`src/rtl/wdg_pkg.sv`:
```
package wdg_pkg;

    localparam int BUS_W = 32;

    localparam logic [31:0] OFS_LOAD  = 32'h0000_0000;
    localparam logic [31:0] OFS_COUNT = 32'h0000_0004;
    localparam logic [31:0] OFS_CTRL  = 32'h0000_0008;
    localparam logic [31:0] OFS_ICLR  = 32'h0000_000C;
    localparam logic [31:0] OFS_STAT  = 32'h0000_0010;

    typedef struct packed {
        logic rst_en;
        logic irq_en;
    } ctrl_t;

    typedef enum logic [2:0] {
        SEL_NONE,
        SEL_LOAD,
        SEL_COUNT,
        SEL_CTRL,
        SEL_ICLR,
        SEL_STAT
    } sel_e;

    typedef struct packed {
        logic wr_load;
        logic arm;
        logic wr_iclr;
    } strobe_t;

    function automatic sel_e decode(input logic [31:0] a);
        sel_e s;
        case (a)
            OFS_LOAD:  s = SEL_LOAD;
            OFS_COUNT: s = SEL_COUNT;
            OFS_CTRL:  s = SEL_CTRL;
            OFS_ICLR:  s = SEL_ICLR;
            OFS_STAT:  s = SEL_STAT;
            default:   s = SEL_NONE;
        endcase
        return s;
    endfunction

endpackage

```
`src/rtl/wdg_regs.sv`:
```
module wdg_regs
    import wdg_pkg::*;
#(
    parameter int ADDR_W = 8,
    parameter int CNT_W  = 32,
    parameter logic [CNT_W-1:0] LOAD_RST = '1
) (
    input  logic              clk,
    input  logic              rst,
    input  logic [ADDR_W-1:0] addr,
    input  logic              we,
    input  logic [BUS_W-1:0]  wdata,
    input  logic [CNT_W-1:0]  count,
    input  logic              status,
    output ctrl_t             ctrl,
    output logic [CNT_W-1:0]  load,
    output strobe_t           stb,
    output logic [BUS_W-1:0]  rdata
);

    sel_e sel;
    logic ctrl_wr;

    always_comb begin
        sel         = decode(32'(addr));
        ctrl_wr     = we && (sel == SEL_CTRL) && !ctrl.irq_en;
        stb.wr_load = we && (sel == SEL_LOAD);
        stb.arm     = ctrl_wr && wdata[0];
        stb.wr_iclr = we && (sel == SEL_ICLR);
    end

    // Control: frozen once armed, only the reset input releases it.
    always_ff @(posedge clk) begin
        if (rst) begin
            ctrl <= '0;
        end else if (ctrl_wr) begin
            ctrl.rst_en <= wdata[1];
            ctrl.irq_en <= wdata[0];
        end
    end

    always_ff @(posedge clk) begin
        if (rst) begin
            load <= LOAD_RST;
        end else if (stb.wr_load) begin
            load <= wdata[CNT_W-1:0];
        end
    end

    always_comb begin
        rdata = '0;
        case (sel)
            SEL_LOAD:  rdata = BUS_W'(load);
            SEL_COUNT: rdata = BUS_W'(count);
            SEL_CTRL:  rdata = BUS_W'({ctrl.rst_en, ctrl.irq_en});
            SEL_STAT:  rdata = BUS_W'(status);
            default:   rdata = '0;
        endcase
    end

endmodule

```
`src/rtl/wdg_counter.sv`:
```
module wdg_counter #(
    parameter int CNT_W = 32,
    parameter logic [CNT_W-1:0] LOAD_RST = '1
) (
    input  logic             clk,
    input  logic             rst,
    input  logic             run,
    input  logic             wr_load,
    input  logic [CNT_W-1:0] new_load,
    input  logic             arm,
    input  logic [CNT_W-1:0] load,
    output logic [CNT_W-1:0] count,
    output logic             tmo
);

    localparam logic [CNT_W-1:0] ONE = CNT_W'(1);

    // A bus load write wins over a time-out on the same edge.
    assign tmo = run && (count == '0) && !wr_load && !arm;

    always_ff @(posedge clk) begin
        if (rst) begin
            count <= LOAD_RST;
        end else if (wr_load) begin
            count <= new_load;
        end else if (arm || tmo) begin
            count <= load;
        end else if (run) begin
            count <= count - ONE;
        end
    end

endmodule

```
`src/rtl/wdg_stage.sv`:
```
module wdg_stage (
    input  logic clk,
    input  logic rst,
    input  logic tmo,
    input  logic clr,
    input  logic irq_en,
    input  logic rst_en,
    output logic status,
    output logic irq,
    output logic rst_pulse
);

    logic second;

    assign second = tmo && status && rst_en;
    assign irq    = status && irq_en;

    // Set has priority over a clear on the same edge.
    always_ff @(posedge clk) begin
        if (rst) begin
            status <= 1'b0;
        end else if (tmo) begin
            status <= 1'b1;
        end else if (clr) begin
            status <= 1'b0;
        end
    end

    always_ff @(posedge clk) begin
        if (rst) begin
            rst_pulse <= 1'b0;
        end else begin
            rst_pulse <= second && !rst_pulse;
        end
    end

endmodule

```
`src/rtl/dual_stage_wdog.sv`:
```
module dual_stage_wdog
    import wdg_pkg::*;
#(
    parameter int ADDR_W = 8,
    parameter int CNT_W  = 32,
    parameter logic [CNT_W-1:0] LOAD_RST = '1
) (
    input  logic              clk,
    input  logic              rst,
    input  logic [ADDR_W-1:0] bus_addr,
    input  logic              bus_we,
    input  logic [31:0]       bus_wdata,
    output logic [31:0]       bus_rdata,
    output logic              irq_o,
    output logic              rst_req_o
);

    ctrl_t            ctrl_q;
    strobe_t          stb;
    logic [CNT_W-1:0] load_q;
    logic [CNT_W-1:0] count_q;
    logic             tmo;
    logic             status_q;

    wdg_regs #(
        .ADDR_W  (ADDR_W),
        .CNT_W   (CNT_W),
        .LOAD_RST(LOAD_RST)
    ) u_regs (
        .clk   (clk),
        .rst   (rst),
        .addr  (bus_addr),
        .we    (bus_we),
        .wdata (bus_wdata),
        .count (count_q),
        .status(status_q),
        .ctrl  (ctrl_q),
        .load  (load_q),
        .stb   (stb),
        .rdata (bus_rdata)
    );

    wdg_counter #(
        .CNT_W   (CNT_W),
        .LOAD_RST(LOAD_RST)
    ) u_counter (
        .clk     (clk),
        .rst     (rst),
        .run     (ctrl_q.irq_en),
        .wr_load (stb.wr_load),
        .new_load(bus_wdata[CNT_W-1:0]),
        .arm     (stb.arm),
        .load    (load_q),
        .count   (count_q),
        .tmo     (tmo)
    );

    wdg_stage u_stage (
        .clk      (clk),
        .rst      (rst),
        .tmo      (tmo),
        .clr      (stb.wr_iclr),
        .irq_en   (ctrl_q.irq_en),
        .rst_en   (ctrl_q.rst_en),
        .status   (status_q),
        .irq      (irq_o),
        .rst_pulse(rst_req_o)
    );

endmodule

```
`config.mk`:
```
export PLATFORM = sky130hd
export DESIGN_NAME = dual_stage_wdog
export DESIGN_NICKNAME = d
export VERILOG_FILES = /design/src/rtl/wdg_pkg.sv /design/src/rtl/wdg_regs.sv /design/src/rtl/wdg_counter.sv /design/src/rtl/wdg_stage.sv /design/src/rtl/dual_stage_wdog.sv
export SDC_FILE = /design/constraint.sdc
export NUM_CORES = 1
export LEC_CHECK = 0
export BUFFER_PORTS_ARGS = -buffer_cell sky130_fd_sc_hd__buf_2
export CAP_MARGIN = 20
export CORE_MARGIN = 2
export CORE_UTILIZATION = 50
export DETAILED_ROUTE_END_ITERATION = 8
export GPL_TIMING_DRIVEN = 0
export PLACE_DENSITY_LB_ADDON = 0.1
export REMOVE_ABC_BUFFERS = 1
export SKIP_CTS_REPAIR_TIMING = 1
export SLEW_MARGIN = 10
export SYNTH_ARGS = -nofsm -noshare
export SYNTH_HDL_FRONTEND = slang
export SYNTH_SLANG_ARGS = --single-unit
```
`constraint.sdc`:
```
create_clock -name clk -period 2.3 [get_ports clk]
set_input_delay 0.46 -clock clk [delete_from_list [all_inputs] [get_ports clk]]
set_output_delay 0.46 -clock clk [all_outputs]
set_load 0.01 [all_outputs]
```
== Yosys cells after proc, flatten, opt, wreduce, memory -nomap -nowiden ==
Cells that the tools add are included.
Word-level totals
  input port bits: 43
  logic and storage cells: 44
  register bits: 68
  memories kept: 0
  latch bits: 0
  RAM bits: 0
  output and inout port bits: 34
  ROM bits: 0
Operators by class
  muxes and demuxes: 7
  add/subtract/negate cells: 1
  equality and inequality tests: 9
  shift-type cells: 0
  $lt $le $gt $ge: 0
  bitwise gates (word level): 0
  multipliers: 0
  reduce and logical (&&, ||, !) cells: 21
  divide/modulo/power cells: 0
Operators by type and width (count)
  $pmux 32 s4: 1
  $mux 32: 3
  $logic_not 32->1: 1
  $sub 32x1->32 const B: 1
  $eq 8x4->1 const B: 2
  $pmux 3 s5: 1
  $logic_and 1x1->1: 12
  $eq 8x3->1 const B: 1
  $eq 8x5->1 const B: 1
  $logic_not 8->1: 1
  $eq 3x2->1 const B: 2
  $eq 3x3->1 const B: 2
  $logic_not 1->1: 4
  $eq 3x1->1 const B: 1
  $reduce_bool 3->1: 1
  $mux 1: 2
  $reduce_bool 2->1: 1
  $logic_or 1x1->1: 1

== Longest topological paths before layout ==
Gate-level depths: netlist of the first run.
  depth after elaboration: 11
  mapped depth: 9
  mapped depth without buffers: 7

== Modules after synthesis ==
A second synthesis of the first run with hierarchy kept.
Second synthesis, totals
  cell total of the unflattened synthesis: 565
  area total of the unflattened synthesis: 4555.6 sq um
By module, submodules not included
  wdg_counter: times used 1, seq. area each 640.6 sq um, area each 2486.1 sq um, cells an instance 311
  wdg_regs: times used 1, seq. area each 680.7 sq um, area each 1989.4 sq um, cells an instance 246
  wdg_stage: times used 1, seq. area each 40.0 sq um, area each 80.1 sq um, cells an instance 8

== Least setup slack after synthesis of the first run ==
OpenSTA, ideal clock, no wires.
  path type: register to register
  start point: reg u_counter.count[12]
  end point: reg u_counter.count[5]
  stages on the path, launching flop included: 9
  arrival: 2350 ps
  clock period less this slack: 2470 ps
  library setup time: 120 ps
  slack: -170 ps
  path through: dfxtp_1 or3_1 buf_2 or3_1 buf_2 o41ai_1 mux2i_1 a21oi_1 or2_1
On the way
  word-level cells in the longest chain between the ends: 7
  elaborated cells between the ends (all ways): 8
Ends and longest elaborated chain
  start, declared: RTL line wdg_counter.sv:12  | output logic [CNT_W-1:0] count,
  start signal, assigned: RTL line wdg_counter.sv:25  | count <= new_load;
  start signal, assigned: RTL line wdg_counter.sv:27  | count <= load;
  start signal, assigned: RTL line wdg_counter.sv:29  | count <= count - ONE;
  $logic_not 32->1 *: RTL line wdg_counter.sv:19  | assign tmo = run && (count == '0) && !wr_load && !arm;
  $logic_and 1x1->1 * (3 in series): RTL line wdg_counter.sv:19
  $logic_or 1x1->1 *: RTL line wdg_counter.sv:26  | end else if (arm || tmo) begin
  $mux 32: RTL line wdg_counter.sv:26
  $mux 32: RTL line wdg_counter.sv:24  | end else if (wr_load) begin
Mark *: on every way between the ends. The rest lies on a longest branch, timed or not.
A chain may end at the register's enable or synchronous reset.

== Final worst setup path of the first run ==
  start point: in bus_addr[7]
  end point: out bus_rdata[27]
On the way
  word-level cells in the longest chain between the ends: 4
  elaborated cells between the ends (all ways): 11
Ends and longest elaborated chain
  start, declared: RTL line dual_stage_wdog.sv:10  | input logic [ADDR_W-1:0] bus_addr,
  $eq 8x5->1, or another cell as far along: RTL line wdg_pkg.sv:33  | case (a)
  $pmux 3 s5 *: RTL line wdg_pkg.sv:33
  $eq 3x3->1, or another cell as far along: RTL line wdg_regs.sv:52  | case (sel)
  $pmux 32 s4 *: RTL line wdg_regs.sv:52
  end, declared: RTL line dual_stage_wdog.sv:13  | output logic [31:0] bus_rdata,
Marks and branches as above.

==> results.py, run 1 <==
metrics = {
    "worst_setup_path": {
        "worst_setup_path_end_kind": "output port",
        "r2r-start": "u_counter.count[15]",
        "path_max_fanout": 9,
        "ff2ff_path_depth": 6,
        "rrSetupSlack_ns": -0.12,
        "r2r_end": "u_counter.count[28]",
        "path_cells": "buf_6, nor4_4, nand2b_4, nor4b_4, buf_6, buf_6, a22o_1, buf_2",
        "critPathMaxStageDelay_ns": 0.37,
        "setup.worst_path.start": "bus_addr[7]",
        "path_class": "in2out",
        "cp_data_required_time_ns": 1.84,
        "crit_slowest_cell": "nor4_4",
        "start_kind": "input port",
        "critical_path_arrival_ns": 1.98,
        "crit_end": "bus_rdata[27]",
        "cp_common_cell": "buf_6",
    },
    "cells_and_area": {
        "seqCellArea_um2": 1380,
        "antenna_cells": 0,
        "area_growth_pct": 34.0,
        "layout_commonest_cell": "buf_2",
        "drive_gt1_frac": 0.330,
        "final_nets": 627,
        "multiInputGateArea_um2": 2610,
        "nFillCells": 596,
        "final_area_um2": 5140,
        "layout_common_cells": "buf_2 (75), nand2_1 (73), dfxtp_1 (60), a21oi_1 (36), nor2_1 (35)",
    },
    "floorplanning": {
        "coreArea_um2": 7330,
        "rows": 31,
        "fp.dieArea_um2": 8390,
        "boundaryPins": 77,
        "initial_core_util": 0.524,
        "die_x_um": 91.6,
        "die_y_um": 91.6,
    },
    "global_route": {
        "antenna_found_initial": 0,
        "grt_overflow": 0,
        "grt_max_degree": 55,
        "grt_pass1_wl_um": 17700,
        "grt_pass1_vias": 3612,
        "grtUsageTotal": 0.263,
    },
    "worst_hold_path": {
        "hold_depth": 3,
        "hold_class": "in2reg",
    },
    "sta": {
        "worst_pin_slew_ns": 0.979,
        "rsz0062_at_grt": "true",
        "max_freq_mhz": 411,
        "fin_crit_sh": 1.06,
        "hold_slack_ns": 0.317,
        "skew_ns": 0.00749,
        "min_period_ns": 2.44,
        "drv_slew": 0,
        "setup_viol": 39,
        "max_slew_margin": 0.347,
        "hold_viol_final": 0,
        "fin_ws_ns": -0.136,
    },
    "pwr": {
        "ir_drop_uv": 374,
        "p_per_area_nw_per_um2": 475,
        "power_leakage_nw": 2.10,
    },
    "clock_tree": {
        "clock-sinks": 68,
        "cts_max_level": 3,
        "cts_buffers": 9,
        "path_clk_slew_ns": 0.07,
        "cts_tree": "yes",
        "cts.path.max_buffers": 2,
        "root_buffer": "clkbuf_8",
        "worstSkewPairLatency_ns": 0.34,
    },
    "synth": {
        "postSynthAreaPerCell_um2": 7.90,
        "synth_top_area_frac": 0.355,
        "synth_edf_count": 0,
        "synth_cell_type_count": 54,
        "ys.flop_type": "dfxtp_1",
        "synth-seq-cells": 68,
        "synth_area_leaders": "dfxtp_1 (35%), nand2_1 (7.2%), a22o_1 (6.8%), a21oi_1 (4.8%), nor2_1 (3.8%)",
        "async_reset_ff_frac": 0,
        "yosysWarnings": 0,
        "seq_area_frac_synth": 0.355,
        "synthesis.area_um2": 3840,
        "synth_cells": 486,
        "synth_largest_area_cell": "dfxtp_1",
    },
    "drt": {
        "drt_pre_antenna_iters": 6,
        "drt-total-wl_um": 13100,
        "vias": 4278,
        "wl_per_cell_um": 19.0,
        "postRouteAntennaNets": 0,
        "drt_iter0_markers": 570,
        "drc": 0,
        "vias_per_cell": 6.23,
    },
    "placed_design": {
        "dpl.hpwl_um": 7330,
        "port_buffers": 76,
        "gp_congestion": 0.838,
        "placed_area_um2": 4320,
        "pre_cts_slack_ns": -1.19,
    },
    "job": {
        "drv_cap": 0,
    },
    "outcome": {
        "status": "finished with violations",
        "failed_checks": "negative setup slack",
    },
}
==> metal layers <==
layer	track usage	vias up	part of all wire
met5	0	-	0
li1	-	1983	-
met2	0.455	223	0.49
met1	0.326	2017	0.40
met4	0.121	0	0.035
met3	0.0320	55	0.075
==> sequential cells by signal (all words and copies together) (netlist names) <==
| register | count |
|---|---|
| u_stage.rst_pulse | 1 |
| u_regs.ctrl | 2 |
| u_stage.status | 1 |
| u_counter.count | 32 |
| u_regs.load | 32 |
==> power breakdown <==
part,switching [mW],internal [mW],total [mW]
combinational,0.0798,0.0637,0.143
clock,0.459,0.635,1.09
sequential,0.0235,1.18,1.20
total,0.562,1.88,2.44
==> worst max-delay path, delay by kind of cell <==
kind / cells / cell delay, ns
buffers and inverters: 4 / 0.57
AOI/OAI and AO/OA: 1 / 0.14
and+or+nand+nor: 3 / 0.81
==> through the flow <==
stage | setup TNS (ns) | total power [mW] | instances | utilization
floorplan | -119.10 | 1.27 | 449 | -
global placement | -272.66 | 1.34 | 624 | 0.573
detailed placement | -67.95 | 1.35 | 633 | 0.589
CTS | -56.88 | 2.43 | 649 | 0.619
global route | -7.50 | 2.51 | 687 | 0.701
finish | -3.22 | 2.44 | 687 | 0.701
==> how the worst min path moves through the flow <==
stage	start	end	slack, ns
2_1_floorplan	u_regs.ctrl[1]	u_stage.rst_pulse	0.44
3_3_place_gp	u_stage.rst_pulse	u_stage.rst_pulse	0.41
3_5_place_dp	u_stage.rst_pulse	u_stage.rst_pulse	0.41
4_1_cts	bus_wdata[3]	u_regs.load[3]	0.31
5_1_grt	bus_wdata[13]	u_regs.load[13]	0.34
6_report	bus_wdata[3]	u_regs.load[3]	0.32
==> final cells by class <==
class,instances,area share
sequential,68,0.269
clock buffer,11,0.0275
timing repair buffer,121,0.154
clock inverter,5,0.0146
tap,99,0.0241
multi-input combinational,378,0.507
inverter,5,0.00438
==> Yosys cell counts, drive strengths merged, types with 8 or more instances <==
library cell and count:
nor2 39, dfxtp 68, nor4 14, or3 8
nand3b 9, mux2i 11, a21oi 37, a22o 30
o21ai 12, nand2b 14, nor3 11, xnor2 12
clkbuf 30, nand2 74, a31oi 11, nand3 12
==> cells by family (layout without fill, tap and decap cells) <==
logic type | count (synthesis) | count (layout) | share of synthesized area
XOR/XNOR | 19 | 19 | 0.0434
buffers and inverters | 42 | 142 | 0.0420
flip-flops | 68 | 68 | 0.355
adder cells (fa/ha/maj) | 1 | 1 | 0.00326
AND/OR/NAND/NOR | 208 | 209 | 0.272
multiplexers | 13 | 13 | 0.0355
AO/OA/AOI/OAI | 135 | 136 | 0.249
(Power assumes the default switching activity.)
==> run 2: changes to the inputs <==
- GPL_TIMING_DRIVEN: 0 -> unset
- SYNTH_HIERARCHICAL: unset -> 1
==> results.py, run 2 <==
metrics = {
    "sta": {
        "rsz0062_at_grt": "true",
        "max_freq_mhz": 389,
        "max_slew_margin": 0.560,
        "min_period_ns": 2.57,
        "setup-tns-final_ns": -6.11,
        "setup_viol": 32,
        "hold_slack_ns": 0.357,
        "hold_viol_final": 0,
        "worst_pin_slew_ns": 0.655,
        "skew_ns": 0.00989,
        "fin_crit_sh": 1.12,
        "drv_slew": 0,
        "fin_ws_ns": -0.270,
    },
    "drt": {
        "drt-total-wl_um": 17300,
        "vias_per_cell": 6.56,
        "postRouteAntennaNets": 0,
        "wl_per_cell_um": 21.4,
        "drt_pre_antenna_iters": 5,
        "vias": 5324,
        "drc": 0,
        "drt_iter0_markers": 495,
    },
    "synth": {
        "synth_cells": 565,
        "synth_largest_area_cell": "dfxtp_1",
        "synth_edf_count": 0,
        "synth_cell_type_count": 68,
        "async_reset_ff_frac": 0,
        "postSynthAreaPerCell_um2": 8.06,
        "yosys-top-cells-count": "dfxtp_1 (68), nor2_1 (51), inv_1 (40), mux2i_1 (35), a41oi_1 (33)",
        "seq_area_frac_synth": 0.299,
        "synth_area_leaders": "dfxtp_1 (30%), mux2i_1 (7.7%), a41oi_1 (6.3%), nor2_1 (4.2%), o21ai_1 (3.5%)",
        "ys.flop_type": "dfxtp_1",
        "synth_top_area_frac": 0.299,
        "yosysWarnings": 6,
        "yosysMostFrequentCell": "dfxtp_1",
        "synth-seq-cells": 68,
        "synthesis.area_um2": 4560,
    },
    "pwr": {
        "power_leakage_nw": 2.71,
        "switching_share": 0.268,
        "seqPwrFrac": 0.502,
        "p_per_area_nw_per_um2": 378,
        "p_sw_mw": 0.630,
        "p_comb_frac": 0.104,
        "clkPwrFrac": 0.394,
        "p_int_mw": 1.72,
        "ir_drop_uv": 236,
    },
    "placed_design": {
        "port_buffers": 76,
        "dpl.hpwl_um": 10900,
        "pre_cts_slack_ns": -0.454,
        "gp_congestion": 1.01,
        "placed_area_um2": 5500,
        "place_inst": 784,
    },
    "job": {
        "drv_cap": 0,
    },
    "cells_and_area": {
        "area_growth_pct": 36.6,
        "layout_commonest_cell": "buf_4",
        "layout_common_cells": "buf_4 (80), buf_2 (76), dfxtp_1 (65), nor2_1 (49), inv_1 (38)",
        "top_regs": "u_counter/count (32), u_regs/load (32), u_regs/ctrl (2)",
        "final_area_um2": 6220,
        "instances_no_fill": 812,
        "antenna_cells": 0,
        "drive_gt1_frac": 0.375,
        "final_nets": 744,
    },
    "global_route": {
        "grtUsageTotal": 0.310,
        "grt_pass1_vias": 4785,
        "grt_pass1_wl_um": 24600,
        "grt_overflow": 0,
        "antenna_found_initial": 0,
        "use_met3": 0.0394,
        "grt_max_degree": 46,
        "top_usage_layer": "met2",
        "use_met1": 0.422,
        "met2_usage": 0.508,
    },
    "clock_tree": {
        "cts_max_level": 3,
        "root_buffer": "clkbuf_8",
        "cts_buffers": 9,
        "worstSkewPairLatency_ns": 0.35,
        "cts_tree": "yes",
        "clock-sinks": 68,
        "path_clk_slew_ns": 0.08,
        "cts.path.max_buffers": 2,
    },
    "floorplanning": {
        "rows": 34,
        "fp.dieArea_um2": 9890,
        "coreArea_um2": 8760,
        "initial_core_util": 0.520,
        "die_x_um": 99.5,
        "boundaryPins": 77,
        "die_y_um": 99.5,
    },
    "worst_setup_path": {
        "critPathMaxStageDelay_ns": 0.59,
        "start_kind": "flip-flop",
        "setup.worst_path.start": "u_counter/count[0]",
        "cp_data_required_time_ns": 2.56,
        "path_max_fanout": 5,
        "path_class": "reg2reg",
        "worst_setup_path_end_kind": "flip-flop",
        "rrSetupSlack_ns": -0.27,
        "r2r-start": "u_counter/count[0]",
        "critical_path_arrival_ns": 2.83,
        "path_cells": "inv_2, ha_4, or4b_4, or4_4, o31ai_4, buf_6, buf_8, buf_12, o2111ai_1, o311ai_1",
        "crit_slowest_cell": "or4_4",
        "r2r_end": "u_counter/count[12]",
        "ff2ff_path_depth": 10,
    },
    "outcome": {
        "status": "finished with violations",
        "failed_checks": "negative setup slack",
    },
    "worst_hold_path": {
        "hold_depth": 3,
        "hold_class": "in2reg",
        "hold_start": "bus_wdata[14]",
        "hold_end": "u_counter/count[14]",
    },
}
[run 2: changes by cell type in the layout (fill, tap and decap cells not counted), sizes merged, moves of 24 or more]
cell	previous run	this run
a22o	30	0
a41oi	0	33
buf	121	174
inv	4	40
mux2i	11	35
nand2	74	12
o21ai	12	48
[run 2: cell type report]
class / count / area, um^2
Clock buffer: 11 / 151
Multi-Input combinational cell: 402 / 3080
Sequential cell: 68 / 1370
Inverter: 42 / 158
Timing Repair Buffer: 177 / 1310
Fill cell: 687 / 2540
Clock inverter: 4 / 25.0
Tap cell: 108 / 135
[run 2: cells by family (layout without fill, tap and decap cells)]
| group | count (synthesis) | count (layout) | synth area share |
|---|---|---|---|
| compound gates | 178 | 178 | 0.282 |
| simple gates | 171 | 171 | 0.213 |
| buf+inv | 95 | 234 | 0.0934 |
| flops | 68 | 68 | 0.299 |
| mux | 37 | 37 | 0.0818 |
| xor+xnor | 15 | 15 | 0.0288 |
| fa+ha+maj | 1 | 1 | 0.00275 |
[run 2: critical path, delay by kind of cell, from the launching register on]
kind                       cells  cell delay [ns]
AOI/OAI and AO/OA              3             0.46
adders and majority gates      1             0.13
buffers and inverters          4             0.47
DFF                            1             0.34
and+or+nand+nor                2             1.07
[run 2: worst max-delay path by stage]
stage / to / slack, ns / cells past startpoint
finish: u_counter/count[12] / -0.27 / 10
global route: u_counter/count[12] / -0.30 / 10
CTS: u_counter/count[14] / -0.33 / 8
detailed placement: u_counter/count[24] / -0.45 / 13
global placement: u_counter/count[31] / -0.37 / 13
floorplan: u_counter/count[3] / -2.48 / 7
[run 2: stage by stage]
stage | util | power (mW)
detailed placement | 0.627 | 1.42
CTS | 0.648 | 2.32
global route | 0.710 | 2.43
finish | 0.710 | 2.35
global placement | 0.627 | 1.42
floorplan | - | 1.28
[run 2: power by group through the flow]
stage | combinational, mW | sequential (mW) | clock [mW]
floorplan | 0.0735 | 1.21 | 0
global placement | 0.207 | 1.21 | 0
detailed placement | 0.212 | 1.21 | 0
CTS | 0.213 | 1.18 | 0.925
global route | 0.260 | 1.18 | 0.991
finish | 0.245 | 1.18 | 0.926
[run 2: per-layer routing]
metal | wire length (um) | part of all wire | vias up
met1 | 7120 | 0.41 | 2541
met3 | 1630 | 0.094 | 49
met2 | 8110 | 0.47 | 318
met5 | 0 | 0 | -
met4 | 487 | 0.028 | 0
li1 | - | - | 2416
==> run 3: changes to the inputs <==
--- a/config.mk
+++ b/config.mk
@@ -6,8 +6,9 @@
 export NUM_CORES = 1
 export LEC_CHECK = 0
+export ABC_AREA = 1
 export BUFFER_PORTS_ARGS = -buffer_cell sky130_fd_sc_hd__buf_2
 export CAP_MARGIN = 20
 export CORE_MARGIN = 2
-export CORE_UTILIZATION = 50
+export CORE_UTILIZATION = 35
 export DETAILED_ROUTE_END_ITERATION = 8
 export PLACE_DENSITY_LB_ADDON = 0.1
==> constraint.sdc (replaced) <==
create_clock -name clk -period 2.3 [get_ports clk]
set_input_delay 0.345 -clock clk [delete_from_list [all_inputs] [get_ports clk]]
set_output_delay 0.345 -clock clk [all_outputs]
set_load 0.01 [all_outputs]
==> results.py, run 3 <==
metrics = {
    "worst_setup_path": {
        "start_kind": "flip-flop",
        "critPathMaxStageDelay_ns": 0.48,
        "path_max_fanout": 32,
        "path_class": "reg2reg",
        "cp_data_required_time_ns": 2.57,
        "worst_setup_path_end_kind": "flip-flop",
        "crit_family": "buffers and inverters",
        "path_buf_inv": 2,
        "path_cells": "inv_1, ha_1, nand2_1, nor2_4, nand2_4, nor2_4, a21oi_2, nand2_4, inv_2, a21oi_1, nand2_1",
        "crit_slowest_cell": "inv_2",
        "critical_path_arrival_ns": 2.38,
    },
    "floorplanning": {
        "boundaryPins": 77,
        "fp.dieArea_um2": 14200,
        "die_y_um": 119,
        "initial_core_util": 0.354,
        "coreArea_um2": 13100,
        "die_x_um": 119,
        "rows": 42,
    },
    "sta": {
        "max_freq_mhz": 476,
        "skew_ns": 0.00899,
        "setup-tns-final_ns": 0,
        "setup_viol": 0,
        "rsz0062_at_grt": "false",
        "min_period_ns": 2.10,
        "fin_crit_sh": 0.914,
        "hold_slack_ns": 0.219,
        "drv_slew": 0,
        "worst_pin_slew_ns": 0.636,
        "hold_viol_final": 0,
        "max_slew_margin": 0.576,
    },
    "synth": {
        "seq_area_frac_synth": 0.294,
        "synth-seq-cells": 68,
        "synth_top_area_frac": 0.294,
        "synthesis.area_um2": 4630,
        "async_reset_ff_frac": 0,
        "synth_edf_count": 0,
        "synth_cell_type_count": 32,
        "yosysWarnings": 6,
        "ys.flop_type": "dfxtp_1",
        "synth_cells": 771,
        "yosys-top-cells-count": "nand2_1 (292), nand3_1 (136), nor2_1 (71), dfxtp_1 (68), a21oi_1 (40)",
        "synth_area_leaders": "dfxtp_1 (29%), nand2_1 (24%), nand3_1 (15%), nor2_1 (5.8%), a21oi_1 (4.3%)",
        "yosysMostFrequentCell": "nand2_1",
        "postSynthAreaPerCell_um2": 6.00,
        "synth_largest_area_cell": "dfxtp_1",
    },
    "pwr": {
        "p_int_mw": 2.21,
        "power_leakage_nw": 2.57,
        "p_comb_frac": 0.047,
        "seqPwrFrac": 0.420,
        "p_per_area_nw_per_um2": 516,
        "ir_drop_uv": 349,
        "p_sw_mw": 0.616,
        "clkPwrFrac": 0.533,
        "switching_share": 0.218,
    },
    "worst_hold_path": {
        "hold_class": "in2reg",
    },
    "drt": {
        "vias": 4956,
        "vias_per_cell": 4.88,
        "drc": 0,
        "wl_per_cell_um": 13.8,
        "drt-total-wl_um": 14000,
        "drt_iter0_markers": 302,
        "drt_pre_antenna_iters": 6,
        "postRouteAntennaNets": 0,
    },
    "global_route": {
        "grt_max_degree": 54,
        "grt_overflow": 0,
        "grt_pass1_vias": 4944,
        "antenna_found_initial": 0,
        "grt_pass1_wl_um": 23700,
        "grtUsageTotal": 0.203,
    },
    "clock_tree": {
        "cts_max_level": 3,
        "path_clk_slew_ns": 0.06,
        "worstSkewPairLatency_ns": 0.33,
        "cts_buffers": 9,
        "root_buffer": "clkbuf_16",
        "cts.path.max_buffers": 2,
        "clock-sinks": 68,
        "cts_tree": "yes",
    },
    "outcome": {
        "status": "completed",
    },
    "cells_and_area": {
        "final_util": 0.418,
        "nFillCells": 1448,
        "antenna_cells": 0,
        "area_growth_pct": 18.3,
        "layout_commonest_cell": "nand2_1",
        "layout_common_cells": "nand2_1 (292), nand3_1 (136), buf_2 (76), nor2_1 (71), dfxtp_1 (68)",
        "final_nets": 879,
        "top_regs": "u_counter/count (32), u_regs/load (32), u_regs/ctrl (2)",
        "drive_gt1_frac": 0.185,
    },
    "placed_design": {
        "gp_congestion": 0.886,
        "port_buffers": 76,
        "dpl.hpwl_um": 9490,
    },
    "job": {
        "drv_cap": 0,
    },
}
## run 3: logic make-up after synthesis
| family | count (synthesis) | share of synthesized area |
|---|---|---|
| AND/OR/NAND/NOR | 553 | 0.525 |
| buffers and inverters | 82 | 0.0866 |
| flip-flops | 68 | 0.294 |
| AO/OA/AOI/OAI | 47 | 0.0536 |
| XOR/XNOR | 20 | 0.0379 |
| adder cells (fa/ha/maj) | 1 | 0.00270 |
## run 3: routing by layer
| layer | up-vias | global-route usage | wire [um] |
|---|---|---|---|
| met3 | 15 | 0.0345 | 577 |
| met4 | 0 | 0.0573 | 203 |
| li1 | 2586 | - | - |
| met5 | - | 0 | 0 |
| met1 | 2240 | 0.268 | 6940 |
| met2 | 115 | 0.341 | 6320 |
## run 3: cell type report
class,instances,area [um^2],share of cell area
Clock inverter,4,72.6,0.0133
Timing Repair Buffer,92,538,0.0983
Inverter,43,163,0.0297
Clock buffer,12,246,0.0450
Multi-Input combinational cell,621,2870,0.525
Tap cell,176,220,0.0402
Sequential cell,68,1360,0.249
## run 3: metrics by stage
stage	instances	worst slack [ns]	power, mW	cell area (um^2)
6_report	1016	0.198	2.83	5470
5_1_grt	1016	0.0366	2.93	5470
4_1_cts	1016	0.212	2.87	5470
3_5_place_dp	1000	0.0737	1.35	5150
3_3_place_gp	1000	0.136	1.34	5150
2_1_floorplan	732	-1.58	1.26	4390
## run 3: worst reg2reg max path, delay by kind of cell, from the launching register on
kind / cells / cell delay, ns
adder cells (fa/ha/maj): 1 / 0.23
flip-flops: 1 / 0.36
AND/OR/NAND/NOR: 6 / 0.55
AO/OA/AOI/OAI: 2 / 0.36
buffers and inverters: 2 / 0.57
## run 3: worst paths after layout
| kind | cells after the start | endpoint | start | slack [ns] |
|---|---|---|---|---|
| worst max-delay path | 11 | u_counter/count[25] | u_counter/count[0] | 0.20 |
| worst min-delay path | 3 | u_regs/load[27] | bus_wdata[27] | 0.22 |
| worst max register to register | 11 | u_counter/count[25] | u_counter/count[0] | 0.20 |
| worst min register to register | 2 | u_stage/rst_pulse | u_stage/status | 0.48 |
## run 3: power by group through the flow
stage,sequential (mW),clock [mW],combinational (mW)
final,1.19,1.51,0.133
after global placement,1.21,0,0.131
after detailed placement,1.21,0,0.133
after CTS,1.19,1.55,0.134
after global routing,1.19,1.59,0.149
after floorplan,1.21,0,0.0474
